==> config.mk <==
export PLATFORM = sky130hd
export DESIGN_NAME = utx_serializer
export DESIGN_NICKNAME = d
export VERILOG_FILES = /design/src/rtl/utx_pkg.sv /design/src/rtl/utx_store.sv /design/src/rtl/utx_frame_seq.sv /design/src/rtl/utx_serializer.sv
export SDC_FILE = /design/constraint.sdc
export NUM_CORES = 1
export LEC_CHECK = 0
export CAP_MARGIN = 25
export CELL_PAD_IN_SITES_DETAIL_PLACEMENT = 0
export CELL_PAD_IN_SITES_GLOBAL_PLACEMENT = 2
export CORE_AREA = 2 2 130 132
export DETAILED_ROUTE_END_ITERATION = 12
export DIE_AREA = 0 0 132 134
export GPL_TIMING_DRIVEN = 0
export HOLD_SLACK_MARGIN = 0.05
export PLACE_DENSITY_LB_ADDON = 0.1
export SETUP_SLACK_MARGIN = 0.4
export SLEW_MARGIN = 20
export SYNTH_ARGS = -nofsm -noshare
export SYNTH_HDL_FRONTEND = slang
export SYNTH_SLANG_ARGS = --single-unit
==> constraint.sdc <==
create_clock -name clk -period 4.5 [get_ports clk]
set_clock_uncertainty 0.2 [all_clocks]
set_input_delay 0.9 -clock clk [delete_from_list [all_inputs] [get_ports clk]]
set_output_delay 0.9 -clock clk [all_outputs]
set_load 0.01 [all_outputs]
==> src/rtl/utx_pkg.sv <==
package utx_pkg;

   localparam int CHAR_W = 8;

   typedef enum logic [2:0] {
      PH_IDLE,
      PH_START,
      PH_DATA,
      PH_PARITY,
      PH_STOP
   } tx_phase_e;

   // number of data bits for a word-length code: 5 + code
   function automatic logic [3:0] char_bits(input logic [1:0] code);
      return 4'd5 + {2'b00, code};
   endfunction

   // parity bit for the low nb bits of d
   function automatic logic parity_of(input logic [CHAR_W-1:0] d,
                                      input logic [3:0]        nb,
                                      input logic              even,
                                      input logic              stick);
      logic acc;
      acc = 1'b0;
      for (int i = 0; i < CHAR_W; i++) begin
         if (i < int'(nb)) acc = acc ^ d[i];
      end
      if (stick) return ~even;
      return even ? acc : ~acc;
   endfunction

endpackage

==> src/rtl/utx_store.sv <==
module utx_store #(
   parameter int DEPTH  = 16,
   parameter int DATA_W = 8
) (
   input  logic              clk,
   input  logic              rst_n,
   input  logic              fifo_mode,
   input  logic              wr_en,
   input  logic [DATA_W-1:0] wr_data,
   input  logic              pop,
   output logic [DATA_W-1:0] rd_data,
   output logic              empty,
   output logic              full
);

   localparam int PTR_W = $clog2(DEPTH);
   localparam int CNT_W = $clog2(DEPTH + 1);

   generate
      if (DEPTH < 2 || (DEPTH & (DEPTH - 1)) != 0) begin : g_bad_depth
         $error("utx_store: DEPTH must be a power of two, at least 2");
      end
   endgenerate

   logic [DATA_W-1:0] mem [DEPTH];
   logic [PTR_W-1:0]  wr_ptr, rd_ptr;
   logic [CNT_W-1:0]  count;
   logic [CNT_W-1:0]  cap;
   logic              push;

   assign cap     = fifo_mode ? CNT_W'(DEPTH) : CNT_W'(1);
   assign full    = (count >= cap);
   assign empty   = (count == '0);
   assign push    = wr_en && !full;
   assign rd_data = mem[rd_ptr];

   always_ff @(posedge clk) begin
      if (push) mem[wr_ptr] <= wr_data;
   end

   always_ff @(posedge clk or negedge rst_n) begin
      if (!rst_n) begin
         wr_ptr <= '0;
         rd_ptr <= '0;
         count  <= '0;
      end else begin
         if (push) wr_ptr <= wr_ptr + 1'b1;
         if (pop)  rd_ptr <= rd_ptr + 1'b1;
         unique case ({push, pop})
            2'b10:   count <= count + 1'b1;
            2'b01:   count <= count - 1'b1;
            default: count <= count;
         endcase
      end
   end

   // the sequencer never takes a byte from an empty store
   assert_pop_nonempty_R11: assert property (@(posedge clk) disable iff (!rst_n)
      pop |-> (count != '0));

   // a write into a full store leaves the fill level unchanged
   assert_full_drop_R11: assert property (@(posedge clk) disable iff (!rst_n)
      (wr_en && full && !pop) |=> $stable(count));

endmodule

==> src/rtl/utx_frame_seq.sv <==
module utx_frame_seq
   import utx_pkg::*;
#(
   parameter int TICKS_PER_BIT = 16
) (
   input  logic              clk,
   input  logic              rst_n,
   input  logic              baud_tick,
   input  logic              avail,
   input  logic [CHAR_W-1:0] char_in,
   input  logic              tx_enable,
   input  logic              cts_flow_en,
   input  logic              cts_ok,
   input  logic              send_break,
   input  logic [1:0]        word_len,
   input  logic              parity_en,
   input  logic              even_sel,
   input  logic              stick_en,
   input  logic              two_stop,
   output logic              pop,
   output logic              txd,
   output logic              active
);

   localparam int SUB_W = $clog2(TICKS_PER_BIT);

   generate
      if (TICKS_PER_BIT < 2) begin : g_bad_ticks
         $error("utx_frame_seq: TICKS_PER_BIT must be at least 2");
      end
   endgenerate

   tx_phase_e         phase;
   logic [SUB_W-1:0]  sub;
   logic [3:0]        left;
   logic [3:0]        nb_q;
   logic [CHAR_W-1:0] sh;
   logic              par_q, pen_q, two_q;
   logic              bit_end, gate_ok, start_now;

   assign bit_end = baud_tick && (sub == SUB_W'(TICKS_PER_BIT - 1));
   assign gate_ok = tx_enable && (!cts_flow_en || cts_ok) && !send_break;

   always_comb begin
      start_now = baud_tick && avail && gate_ok &&
                  ((phase == PH_IDLE) ||
                   (phase == PH_STOP && bit_end && left == 4'd0));
   end

   assign pop    = start_now;
   assign active = (phase != PH_IDLE);

   always_ff @(posedge clk or negedge rst_n) begin
      if (!rst_n) begin
         phase <= PH_IDLE;
         sub   <= '0;
         left  <= '0;
         nb_q  <= '0;
         sh    <= '0;
         par_q <= 1'b0;
         pen_q <= 1'b0;
         two_q <= 1'b0;
      end else if (start_now) begin
         phase <= PH_START;
         sub   <= '0;
         sh    <= char_in;
         nb_q  <= char_bits(word_len);
         par_q <= parity_of(char_in, char_bits(word_len), even_sel, stick_en);
         pen_q <= parity_en;
         two_q <= two_stop;
      end else if (phase != PH_IDLE && baud_tick) begin
         if (!bit_end) begin
            sub <= sub + 1'b1;
         end else begin
            sub <= '0;
            unique case (phase)
               PH_START: begin
                  phase <= PH_DATA;
                  left  <= nb_q - 4'd1;
               end
               PH_DATA: begin
                  sh <= sh >> 1;
                  if (left == 4'd0) begin
                     if (pen_q) begin
                        phase <= PH_PARITY;
                     end else begin
                        phase <= PH_STOP;
                        left  <= {3'b000, two_q};
                     end
                  end else begin
                     left <= left - 4'd1;
                  end
               end
               PH_PARITY: begin
                  phase <= PH_STOP;
                  left  <= {3'b000, two_q};
               end
               PH_STOP: begin
                  if (left == 4'd0) phase <= PH_IDLE;
                  else              left  <= left - 4'd1;
               end
               default: phase <= PH_IDLE;
            endcase
         end
      end
   end

   always_comb begin
      unique case (phase)
         PH_IDLE:   txd = !send_break;
         PH_START:  txd = 1'b0;
         PH_DATA:   txd = sh[0];
         PH_PARITY: txd = par_q;
         PH_STOP:   txd = 1'b1;
         default:   txd = 1'b1;
      endcase
   end

   // a new frame only begins after a tick on which starting was allowed
   assert_start_gated_R9: assert property (@(posedge clk) disable iff (!rst_n)
      (phase == PH_START && $past(phase) != PH_START) |->
         $past(baud_tick && tx_enable && (!cts_flow_en || cts_ok) && !send_break));

   // while break is requested an idle line stays idle
   assert_break_hold_R10: assert property (@(posedge clk) disable iff (!rst_n)
      (phase == PH_IDLE && send_break) |=> (phase == PH_IDLE));

   // without a tick a running frame does not advance
   assert_tick_gate_R12: assert property (@(posedge clk) disable iff (!rst_n)
      (phase != PH_IDLE && !baud_tick) |=> ($stable(phase) && $stable(sub)));

endmodule

==> src/rtl/utx_serializer.sv <==
module utx_serializer
   import utx_pkg::*;
#(
   parameter int TICKS_PER_BIT = 16,
   parameter int FIFO_DEPTH    = 16
) (
   input  logic       clk,
   input  logic       rst_n,
   input  logic       baud_tick,
   input  logic       wr_en,
   input  logic [7:0] wr_data,
   input  logic       fifo_mode,
   input  logic       tx_enable,
   input  logic [1:0] word_len,
   input  logic       parity_en,
   input  logic       even_sel,
   input  logic       stick_en,
   input  logic       two_stop,
   input  logic       send_break,
   input  logic       cts_flow_en,
   input  logic       cts_ok,
   output logic       txd,
   output logic       busy,
   output logic       tx_full,
   output logic       tx_empty
);

   logic [CHAR_W-1:0] head;
   logic              pop, active;

   utx_store #(
      .DEPTH  (FIFO_DEPTH),
      .DATA_W (CHAR_W)
   ) u_store (
      .clk       (clk),
      .rst_n     (rst_n),
      .fifo_mode (fifo_mode),
      .wr_en     (wr_en),
      .wr_data   (wr_data),
      .pop       (pop),
      .rd_data   (head),
      .empty     (tx_empty),
      .full      (tx_full)
   );

   utx_frame_seq #(
      .TICKS_PER_BIT (TICKS_PER_BIT)
   ) u_seq (
      .clk         (clk),
      .rst_n       (rst_n),
      .baud_tick   (baud_tick),
      .avail       (!tx_empty),
      .char_in     (head),
      .tx_enable   (tx_enable),
      .cts_flow_en (cts_flow_en),
      .cts_ok      (cts_ok),
      .send_break  (send_break),
      .word_len    (word_len),
      .parity_en   (parity_en),
      .even_sel    (even_sel),
      .stick_en    (stick_en),
      .two_stop    (two_stop),
      .pop         (pop),
      .txd         (txd),
      .active      (active)
   );

   assign busy = !tx_empty || active;

   // a stored byte always shows as busy
   assert_busy_covers_store_R6: assert property (@(posedge clk) disable iff (!rst_n)
      !tx_empty |-> busy);

   // with nothing to send and no break the line rests high
   assert_idle_high_R1: assert property (@(posedge clk) disable iff (!rst_n)
      (!busy && !send_break) |-> txd);

endmodule

==> metrics <==
htree depth 4; DIE AREA between 15,000 and 20,000 µm²; # setup viols final 0; final hold viol count 0; Antenna Cells 0; Max-cap violations 0; CP Class in -> out; Initial DRT Pass Iterations 4; Tot Pwr between 0.004 and 0.005 W; pre-CTS WS -0.4526 ns; hold slack about 0.22 ns; fin crit share between 80% and 90%; post-synthesis sequential area ratio around two thirds; port buffer count 26; Layout area overhead 16.25%; most common cell in the netlist edfxtp_1; Clock Latency Late Sink roughly 0.42 ns; gr ovfl total 0; Pleak 3.074 nW; Yosys reg bits ~170; nets@finish around 540; number of cells after detailed placement ~700; relative slew slack a little under half; die width 132 µm; via-per-instance ratio 5.352; num rows 47; Ports 27; CTS tree yes; Power Density a little under 600 nW/µm²; die height roughly 130 µm; RD Place Congestion ~0.77; CTS Buf Count 17; Clock transition at path regs around 0.060 ns; antenna violations before repair 0; HPWL Detailed 9937 µm; Slew @ Worst Pin roughly 0.81 ns; wire length per cell 19.97 µm; first-pass GRT wire length between 20,000 and 25,000 µm; worst vdd ir between 300 and 400 µV; clk root buf clkbuf_16; Synth area leaders edfxtp_1, dfrtp_1, mux4_1; pin count of the biggest net entering global routing 24; Core Footprint roughly 16,000 µm²; list of most frequent post-synthesis cells edfxtp_1, dfrtp_1, nand2_1; commonest register cell after synthesis edfxtp_1; Starting Density around 45%; Post-synth EDFFs between 100 and 150; DR iter-0 viols between 200 and 300; crit path capture type output port; worst setup margin roughly 0.53 ns; Hold Crit Class in -> async; share of post-route cells with drive strength above 1 between 10% and 20%; Worst EP required 3.40 ns; post-CTS setup buffers 0; Netlist cell types 48; GRT Total Usage between 10% and 20%; Syn. warnings 0; type of origin of the critical path primary input; mean area per synthesized cell between 15 and 20 µm²; Finished Layout Cells 733; Sink Count approximately 170; Arr. time, crit path 2.87 ns; fin. max-slew vios 0; # DRC 0; post-synth top area cell edfxtp_1; Post-Syn Nets around 500; fin crit period 3.966 ns; Synth Cell Area ~7300 µm²; maximum fanout along the worst path 2; Yosys top cell area share 52.32%; RSZ-0062 raised after global routing false; # fillers ~1,400; Syn Inst Count ~460; Final Core Density between 50% and 60%; ys async rst share between 20% and 30%; Clock Tree Buf Depth 2; Detailed Route WL 14,640 µm; Vias between 3,000 and 4,000; Reg2Reg Setup Slack 0.85 ns; number of global-route vias before repair ~4,000; status finished, final reports clean; fmax between 200 and 300 MHz; DRT antenna net count 0
==> state kept, by name, indices dropped and copies added (netlist names) <==
signal / count
u_store.rd_ptr: 4
u_seq.sh: 8
u_seq.pen_q: 1
u_seq.phase: 3
u_seq.left: 4
u_seq.nb_q: 4
u_seq.sub: 4
u_store.mem: 128
u_seq.par_q: 1
u_store.wr_ptr: 4
u_seq.two_q: 1
u_store.count: 5
==> layout make-up <==
class / count / area, µm² / area share (%)
Buffer: 19 / 138.9 / 1.626
Clock buffer: 19 / 432.9 / 5.070
Clock inverter: 11 / 175.2 / 2.051
Inverter: 16 / 60.06 / 0.7033
Multi-Input combinational cell: 254 / 2362 / 27.66
Sequential cell: 167 / 4820 / 56.44
Tap cell: 220 / 275.3 / 3.223
Timing Repair Buffer: 27 / 275.3 / 3.223
==> kinds of logic (layout without fill, tap and decap cells) <==
family | Yosys count | count (layout) | share of synthesized area [%]
buf+inv | 35 | 92 | 2.640
flops | 167 | 167 | 65.61
compound gates | 65 | 65 | 5.519
mux | 49 | 49 | 13.30
fa+ha+maj | 19 | 19 | 3.339
simple gates | 100 | 100 | 6.898
xor+xnor | 21 | 21 | 2.691
==> where the power goes <==
part | switching, W | total (W) | internal [W]
Combinational | 0.000710 | 0.00140 | 0.000693
Sequential | 0.000147 | 0.00203 | 0.00188
Clock | 0.000585 | 0.00151 | 0.000927
Total | 0.00144 | 0.00494 | 0.00350
==> metal layers <==
metal / track usage, % / vias up / routed length, µm
met4: 5.797 / 0 / 152
met1: 23.39 / 1989 / 6681
met5: 0 / - / 0
li1: - / 1853 / -
met3: 3.364 / 12 / 458
met2: 29.57 / 69 / 7345
==> cells in the final DEF, fill, tap and decap left out, types with 10 or more instances in the layout <==
master / count
a21oi_1: 10
and2_1: 19
clkbuf_16: 17
clkdlybuf4s50_1: 25
dfrtp_1: 39
edfxtp_1: 128
ha_1: 17
inv_1: 15
mux2i_1: 10
mux4_1: 20
mux4_2: 12
nand2_1: 33
nor2_1: 14
o21ai_0: 26
xnor2_1: 10
xor2_1: 10
==> repair_timing <==
action,in CTS,in global routing
setup endpoints to repair,10,1
resized for setup,6,6
hold buffers,0,0
pin swaps,1,0
==> metrics by stage <==
stage / instance area, µm² / setup TNS, ns
2_1_floorplan: 7346 / 0
3_3_place_gp: 7881 / -0.5501
3_5_place_dp: 7896 / -1.350
4_1_cts: 8524 / 0
5_1_grt: 8539 / 0
6_report: 8539 / 0
==> worst paths after layout <==
path,start,endpoint,depth (start not counted)
max reg2reg,u_store.rd_ptr[3]$_DFFE_PN0N_,u_seq.par_q$_DFFE_PN0N_,10
min,rst_n,u_seq.left[2]$_DFFE_PN0P_,1
max,fifo_mode,tx_full,7
min in group clk,u_store.count[4]$_DFFE_PN0P_,u_store.count[4]$_DFFE_PN0P_,1
min reg2reg,u_store.count[4]$_DFFE_PN0P_,u_store.count[4]$_DFFE_PN0P_,1
max in group asynchronous,rst_n,u_seq.sub[2]$_DFFE_PN0P_,2
==> worst max-delay path, stage by stage <==
cell and delay [ns]:
clkdlybuf4s50_1 0.46, inv_1 0.05, ha_1 0.28, or3b_2 0.50, a21oi_4 0.16, inv_1 0.05
clkdlybuf4s50_1 0.47
Note: power is estimated with default switching activity, not from simulation.
